`src/rtl/dwm_pkg.sv`:
```
package dwm_pkg;
  localparam int unsigned REG_W      = 32;
  localparam int unsigned CTL_EN     = 0;
  localparam int unsigned CTL_PRV_LO = 1;
  localparam int unsigned CTL_DIR_LO = 3;
  localparam int unsigned CTL_LANE_LO = 5;
  localparam int unsigned CTL_WLD_LO = 14;
  localparam int unsigned CTL_LIX_LO = 16;
  localparam int unsigned CTL_LNK    = 20;
  localparam logic [REG_W-1:0] CTL_KEEP = 32'h001F_C1FF;
  localparam logic [2:0] SLOT_MODE_LINK = 3'b011;

  typedef enum logic [1:0] {
    RK_VAL  = 2'b00,
    RK_CTL  = 2'b01,
    RK_SCTL = 2'b10,
    RK_SCID = 2'b11
  } reg_kind_e;

  typedef struct packed {
    logic [31:0] addr;
    logic [3:0]  strb;
    logic        rd;
    logic        wr;
    logic        priv;
    logic        secure;
  } access_t;
endpackage

```
`src/rtl/dwm_regs.sv`:
```
module dwm_regs
  import dwm_pkg::*;
#(
  parameter int unsigned NUM_WP   = 2,
  parameter int unsigned NUM_SLOT = 3,
  parameter int unsigned CID_W    = 32
) (
  input  logic                            clk,
  input  logic                            rst_n,
  input  logic                            wen,
  input  logic [3:0]                      addr,
  input  logic [REG_W-1:0]                wdata,
  output logic [REG_W-1:0]                rdata,
  output logic [NUM_WP-1:0][29:0]         wp_word,
  output logic [NUM_WP-1:0][REG_W-1:0]    wp_ctl,
  output logic [NUM_SLOT-1:0]             slot_en,
  output logic [NUM_SLOT-1:0][2:0]        slot_mode,
  output logic [NUM_SLOT-1:0][CID_W-1:0]  slot_cid
);
  reg_kind_e  kind;
  logic [1:0] idx;
  assign kind = reg_kind_e'(addr[3:2]);
  assign idx  = addr[1:0];

  for (genvar i = 0; i < NUM_WP; i++) begin : g_wp
    always_ff @(posedge clk) begin
      if (!rst_n) begin
        wp_word[i] <= '0;
        wp_ctl[i]  <= '0;
      end else if (wen && idx == 2'(i)) begin
        if (kind == RK_VAL) wp_word[i] <= wdata[31:2];
        if (kind == RK_CTL) wp_ctl[i]  <= wdata & CTL_KEEP;
      end
    end
  end

  for (genvar s = 0; s < NUM_SLOT; s++) begin : g_slot
    always_ff @(posedge clk) begin
      if (!rst_n) begin
        slot_en[s]   <= 1'b0;
        slot_mode[s] <= '0;
        slot_cid[s]  <= '0;
      end else if (wen && idx == 2'(s)) begin
        if (kind == RK_SCTL) begin
          slot_en[s]   <= wdata[0];
          slot_mode[s] <= wdata[3:1];
        end
        if (kind == RK_SCID) slot_cid[s] <= wdata[CID_W-1:0];
      end
    end
  end

  always_comb begin
    rdata = '0;
    for (int i = 0; i < NUM_WP; i++) begin
      if (idx == 2'(i)) begin
        if (kind == RK_VAL) rdata = {wp_word[i], 2'b00};
        if (kind == RK_CTL) rdata = wp_ctl[i];
      end
    end
    for (int s = 0; s < NUM_SLOT; s++) begin
      if (idx == 2'(s)) begin
        if (kind == RK_SCTL) rdata = {28'd0, slot_mode[s], slot_en[s]};
        if (kind == RK_SCID) rdata = REG_W'(slot_cid[s]);
      end
    end
  end
endmodule

```
`src/rtl/dwm_wp_cmp.sv`:
```
module dwm_wp_cmp
  import dwm_pkg::*;
#(
  parameter int unsigned NUM_SLOT = 3,
  parameter int unsigned CID_W    = 32
) (
  input  access_t                         acc,
  input  logic [CID_W-1:0]                cur_cid,
  input  logic [29:0]                     word,
  input  logic [REG_W-1:0]                ctl,
  input  logic [NUM_SLOT-1:0]             slot_en,
  input  logic [NUM_SLOT-1:0][2:0]        slot_mode,
  input  logic [NUM_SLOT-1:0][CID_W-1:0]  slot_cid,
  output logic                            hit
);
  logic [3:0] lanes;
  logic [1:0] dir_sel, prv_sel, wld_sel;
  logic [3:0] link_ix;
  logic addr_ok, dir_ok, prv_ok, wld_ok, link_ok, unused_ctl;

  assign lanes   = ctl[CTL_LANE_LO +: 4];
  assign dir_sel = ctl[CTL_DIR_LO +: 2];
  assign prv_sel = ctl[CTL_PRV_LO +: 2];
  assign wld_sel = ctl[CTL_WLD_LO +: 2];
  assign link_ix = ctl[CTL_LIX_LO +: 4];
  assign unused_ctl = ^{ctl[31:21], ctl[13:9], acc.addr[1:0]};

  assign addr_ok = (acc.addr[31:2] == word) && ((acc.strb & lanes) != 4'b0000);
  assign dir_ok  = (dir_sel[0] && acc.rd) || (dir_sel[1] && acc.wr);
  assign prv_ok  = acc.priv ? prv_sel[0] : prv_sel[1];

  always_comb begin
    unique case (wld_sel)
      2'b00:   wld_ok = 1'b1;
      2'b01:   wld_ok = !acc.secure;
      2'b10:   wld_ok = acc.secure;
      default: wld_ok = 1'b0;
    endcase
  end

  always_comb begin
    link_ok = !ctl[CTL_LNK];
    for (int s = 0; s < NUM_SLOT; s++) begin
      if (ctl[CTL_LNK] && link_ix == 4'(s))
        link_ok = slot_en[s] && slot_mode[s] == SLOT_MODE_LINK && slot_cid[s] == cur_cid;
    end
  end

  assign hit = ctl[CTL_EN] && addr_ok && dir_ok && prv_ok && wld_ok && link_ok;
endmodule

```
`src/rtl/dwm_match_unit.sv`:
```
module dwm_match_unit
  import dwm_pkg::*;
#(
  parameter int unsigned NUM_WP   = 2,
  parameter int unsigned NUM_SLOT = 3,
  parameter int unsigned CID_W    = 32
) (
  input  logic              clk,
  input  logic              rst_n,
  input  logic              reg_wen,
  input  logic [3:0]        reg_addr,
  input  logic [31:0]       reg_wdata,
  output logic [31:0]       reg_rdata,
  input  logic              acc_valid,
  input  logic [31:0]       acc_addr,
  input  logic [3:0]        acc_strb,
  input  logic              acc_rd,
  input  logic              acc_wr,
  input  logic              acc_priv,
  input  logic              acc_secure,
  input  logic [CID_W-1:0]  cur_ctx_id,
  output logic              dbg_event,
  output logic [NUM_WP-1:0] dbg_wp_hit
);
  logic [NUM_WP-1:0][29:0]        wp_word;
  logic [NUM_WP-1:0][REG_W-1:0]   wp_ctl;
  logic [NUM_SLOT-1:0]            slot_en;
  logic [NUM_SLOT-1:0][2:0]       slot_mode;
  logic [NUM_SLOT-1:0][CID_W-1:0] slot_cid;
  logic [NUM_WP-1:0]              hit_c;
  access_t                        acc;

  assign acc = '{addr: acc_addr, strb: acc_strb, rd: acc_rd, wr: acc_wr,
                 priv: acc_priv, secure: acc_secure};

  dwm_regs #(.NUM_WP(NUM_WP), .NUM_SLOT(NUM_SLOT), .CID_W(CID_W)) u_regs (
    .clk(clk), .rst_n(rst_n), .wen(reg_wen), .addr(reg_addr),
    .wdata(reg_wdata), .rdata(reg_rdata), .wp_word(wp_word), .wp_ctl(wp_ctl),
    .slot_en(slot_en), .slot_mode(slot_mode), .slot_cid(slot_cid)
  );

  for (genvar i = 0; i < NUM_WP; i++) begin : g_cmp
    dwm_wp_cmp #(.NUM_SLOT(NUM_SLOT), .CID_W(CID_W)) u_cmp (
      .acc(acc), .cur_cid(cur_ctx_id), .word(wp_word[i]), .ctl(wp_ctl[i]),
      .slot_en(slot_en), .slot_mode(slot_mode), .slot_cid(slot_cid),
      .hit(hit_c[i])
    );
  end

  always_ff @(posedge clk) begin
    if (!rst_n) begin
      dbg_wp_hit <= '0;
      dbg_event  <= 1'b0;
    end else begin
      dbg_wp_hit <= acc_valid ? hit_c : '0;
      dbg_event  <= acc_valid && (hit_c != '0);
    end
  end
endmodule

```
`config.mk`:
```
export PLATFORM = sky130hd
export DESIGN_NAME = dwm_match_unit
export DESIGN_NICKNAME = d
export VERILOG_FILES = /design/src/rtl/dwm_pkg.sv /design/src/rtl/dwm_regs.sv /design/src/rtl/dwm_wp_cmp.sv /design/src/rtl/dwm_match_unit.sv
export SDC_FILE = /design/constraint.sdc
export NUM_CORES = 1
export LEC_CHECK = 0
export BUFFER_PORTS_ARGS = -buffer_cell sky130_fd_sc_hd__buf_2
export CAP_MARGIN = 5
export CORE_AREA = 2 2 180 182
export DETAILED_ROUTE_END_ITERATION = 12
export DIE_AREA = 0 0 182 184
export GPL_TIMING_DRIVEN = 0
export PLACE_DENSITY = 0.71
export SLEW_MARGIN = 20
export SYNTH_ARGS = -nofsm -noshare
export SYNTH_HDL_FRONTEND = slang
export SYNTH_HIERARCHICAL = 1
export SYNTH_SLANG_ARGS = --single-unit
```
`constraint.sdc`:
```
create_clock -name clk -period 1.8 [get_ports clk]
set_input_delay 0.09 -clock clk [delete_from_list [all_inputs] [get_ports clk]]
set_output_delay 0.09 -clock clk [all_outputs]
set_load 0.005 [all_outputs]
```
==> flow_summary.html <==
<table>
<tr><th>Metric</th><th>Value</th></tr>
<tr><th colspan="2">Outcome</th></tr>
<tr><td>Run status</td><td>finished, violations left</td></tr>
<tr><td>Violated checks</td><td>negative setup slack</td></tr>
<tr><th colspan="2">Floorplanning</th></tr>
<tr><td>Total core area</td><td>31400 um2</td></tr>
<tr><td>Die area</td><td>33500 um2</td></tr>
<tr><td>Die span in y</td><td>184 um</td></tr>
<tr><td>FP Rows</td><td>65</td></tr>
<tr><td>Effective utilization at floorplan</td><td>39.0%</td></tr>
<tr><td>Die X</td><td>182 um</td></tr>
<tr><td>Number of I/O pins</td><td>147</td></tr>
<tr><th colspan="2">Global routing</th></tr>
<tr><td>Aggregate global routing overflow</td><td>0</td></tr>
<tr><td>Antenna violations before repair</td><td>0</td></tr>
<tr><td>First-pass GRT wire length</td><td>76600 um</td></tr>
<tr><td>Maximum number of pins on one net before global-route repair</td><td>13</td></tr>
<tr><td>Via count of the first global-routing pass</td><td>11800</td></tr>
<tr><td>Aggregate global-route resource usage</td><td>31.0%</td></tr>
<tr><th colspan="2">CTS</th></tr>
<tr><td>Number of clock sinks</td><td>203</td></tr>
<tr><td>Root buffer selected by CTS</td><td>clkbuf_16</td></tr>
<tr><td>Longest Clk Path Bufs</td><td>3</td></tr>
<tr><td>Clock tree from TritonCTS</td><td>done</td></tr>
<tr><td>Inserted Clock Buffers</td><td>24</td></tr>
<tr><td>Clock network latency to the later pin of the worst-skew pair</td><td>530 ps</td></tr>
<tr><td>Clock transition at the registers of the reported paths</td><td>60 ps</td></tr>
<tr><td>Depth of the CTS H-tree</td><td>1</td></tr>
<tr><th colspan="2">Route</th></tr>
<tr><td>Iteration count of the initial detailed-routing pass</td><td>6</td></tr>
<tr><td>Remaining antenna violation count after routing</td><td>0</td></tr>
<tr><td>Average wire length per cell after detail routing</td><td>24.9 um</td></tr>
<tr><td>Post-detailed-routing wire length</td><td>53300 um</td></tr>
<tr><td>Mean number of vias per cell</td><td>5.87</td></tr>
<tr><td>Count of unresolved DRC violations after routing</td><td>0</td></tr>
<tr><td>Iter 0 DRT Violations</td><td>1563</td></tr>
<tr><td>Total vias in the final route</td><td>12500</td></tr>
<tr><th colspan="2">Cells and area</th></tr>
<tr><td>Fill count</td><td>3064</td></tr>
<tr><td>Post-layout util</td><td>48.2%</td></tr>
<tr><td>Number of antenna diodes</td><td>0</td></tr>
<tr><td>Area Growth Syn to Fin</td><td>23.6%</td></tr>
<tr><td>Finished Cell Area</td><td>15100 um2</td></tr>
<tr><td>Number of non-filler instances in the completed layout</td><td>2139</td></tr>
<tr><td>Final #Nets</td><td>1831</td></tr>
<tr><td>Share of final-layout standard cells stronger than drive strength 1</td><td>21.6%</td></tr>
<tr><th colspan="2">Worst setup path</th></tr>
<tr><td>Critical Path Source Type</td><td>register</td></tr>
<tr><td>Cell with the largest stage delay on the worst path</td><td>or4_4</td></tr>
<tr><td>Data required time of the worst path</td><td>2270 ps</td></tr>
<tr><td>Critical path type</td><td>register to register</td></tr>
<tr><td>Ordered list of cells on the worst path</td><td>xor2_1, or4_4, or4_4, a31oi_4, and3_4</td></tr>
<tr><td>CP endpoint kind</td><td>register</td></tr>
<tr><td>CP peak stage delay</td><td>570 ps</td></tr>
<tr><td>CP max FO</td><td>4</td></tr>
<tr><td>Crit path DAT</td><td>2600 ps</td></tr>
<tr><td>Total buffers and inverters traversed by the critical path</td><td>0</td></tr>
<tr><td>Most common cell type on the critical path</td><td>or4_4</td></tr>
<tr><td>Gate family responsible for the most delay along the worst path</td><td>simple AND/OR/NAND/NOR gates</td></tr>
<tr><th colspan="2">Synth</th></tr>
<tr><td>Number of warnings reported in the yosys synthesis log</td><td>6</td></tr>
<tr><td>Post-synthesis cell count</td><td>1516</td></tr>
<tr><td>Per-instance average area after synthesis</td><td>8.08 um2</td></tr>
<tr><td>Syn_nets</td><td>1628</td></tr>
<tr><td>Post-synthesis instance area</td><td>12300 um2</td></tr>
<tr><th colspan="2">Timing</th></tr>
<tr><td>Clock Skew</td><td>9.80 ps</td></tr>
<tr><td>Final worst path period share</td><td>119%</td></tr>
<tr><td>Worst slew margin relative to its limit</td><td>45.8%</td></tr>
<tr><td>Period minus WS final</td><td>2130 ps</td></tr>
<tr><td>Number of setup violations in the final report</td><td>6</td></tr>
<tr><td>Post-route setup slack</td><td>-334 ps</td></tr>
<tr><td>Unrepaired setup endpoints after global routing</td><td>true</td></tr>
<tr><td>Final Max Tran Viols</td><td>0</td></tr>
<tr><td>Final hold violation count</td><td>0</td></tr>
<tr><td>Maximum clock rate</td><td>469 MHz</td></tr>
<tr><td>Worst-Margin Slew</td><td>813 ps</td></tr>
<tr><td>Sum Neg Setup Slack</td><td>-1290 ps</td></tr>
<tr><th colspan="2">Pwr</th></tr>
<tr><td>Leak pwr</td><td>5.44 nW</td></tr>
<tr><td>Power, Total</td><td>10.9 mW</td></tr>
<tr><td>Power density cells</td><td>722 nW/um2</td></tr>
<tr><td>IR drop worst, VDD</td><td>0.503 mV</td></tr>
<tr><th colspan="2">Flow run</th></tr>
<tr><td>Maxcap violations</td><td>0</td></tr>
<tr><th colspan="2">Place</th></tr>
<tr><td>Post-placement cell area</td><td>13500 um2</td></tr>
<tr><td>Post-detailed-placement half-perimeter wirelength</td><td>41000 um</td></tr>
<tr><td>Number of cells in the design after placement</td><td>2057</td></tr>
<tr><td>I/O Buffers</td><td>139</td></tr>
<tr><td>Routability congestion estimate</td><td>1.02</td></tr>
<tr><th colspan="2">Min path</th></tr>
<tr><td>Worst hold path class</td><td>primary input to register</td></tr>
</table>
[final timing paths]
check	startpoint	to	slack [ps]	cells past startpoint
min	reg_wdata[3]	u_regs/slot_cid[35]	110	3
max	u_regs/slot_cid[26]	dbg_wp_hit[1]	-330	5
min reg2reg	u_regs/wp_ctl[16]	u_regs/wp_ctl[16]	490	2
max reg2reg	u_regs/slot_cid[26]	dbg_wp_hit[1]	-330	5
[worst register-to-register path, stage by stage (launching register included)]
cell and delay, ps:
dfxtp_2 350, xor2_1 170, or4_4 540, or4_4 570
a31oi_4 230, and3_4 220
[cells in the final DEF, fill, tap and decap left out, types with 39 or more instances in the layout]
cell	count
a21boi_1	40
buf_2	176
xnor2_1	122
dfxtp_1	143
xor2_1	127
dfxtp_2	49
clkbuf_1	39
mux2i_1	59
nand2_1	402
a21boi_0	160
[routing by layer]
metal,track usage (%),vias to the layer above,part of all wire (%)
met5,0,-,0
met4,15.3,0,5.8
met3,4.69,160,9.9
met2,49.6,783,44
met1,40.9,6017,40
li1,-,5586,-
[area by class of cell]
| class | instances | area [um2] | area share [%] |
|---|---|---|---|
| multi-input cells | 1218 | 8120 | 53.6 |
| flip-flops and latches | 203 | 4170 | 27.5 |
| repair buffers | 180 | 1120 | 7.37 |
| clock buffers | 32 | 672 | 4.44 |
| well taps | 402 | 503 | 3.32 |
| plain buffers | 90 | 469 | 3.10 |
| clock inverters | 12 | 88.8 | 0.587 |
| inverters | 2 | 7.51 | 0.0496 |
[state kept, by name, indices dropped and copies added, names as in the netlist]
signal	cells
dbg_event	1
dbg_wp_hit	2
u_regs/slot_cid	96
u_regs/slot_en	3
u_regs/slot_mode	9
u_regs/wp_ctl	32
u_regs/wp_word	60
[report_power, final]
part	switching, mW	internal [mW]
registers	0.0877	4.54
clock network	2.06	2.77
logic	0.913	0.575
total	3.06	7.88
[timing repair]
item,in CTS,in global routing
hold buffers,32,0
setup buffers,4,5
gates resized for setup,87,90
endpoints found under the hold margin,183,0
pin swaps,15,27
setup endpoints to repair,32,30
[per-stage QoR]
stage                     hold WS [ps]  setup WS, ps
after floorplan                    223         -41.4
after global routing              99.2          -360
after global placement             335          -847
after CTS                         66.7          -391
final                              107          -334
after detailed placement           350          -861
No activity file was read; power rests on OpenSTA's default activity.
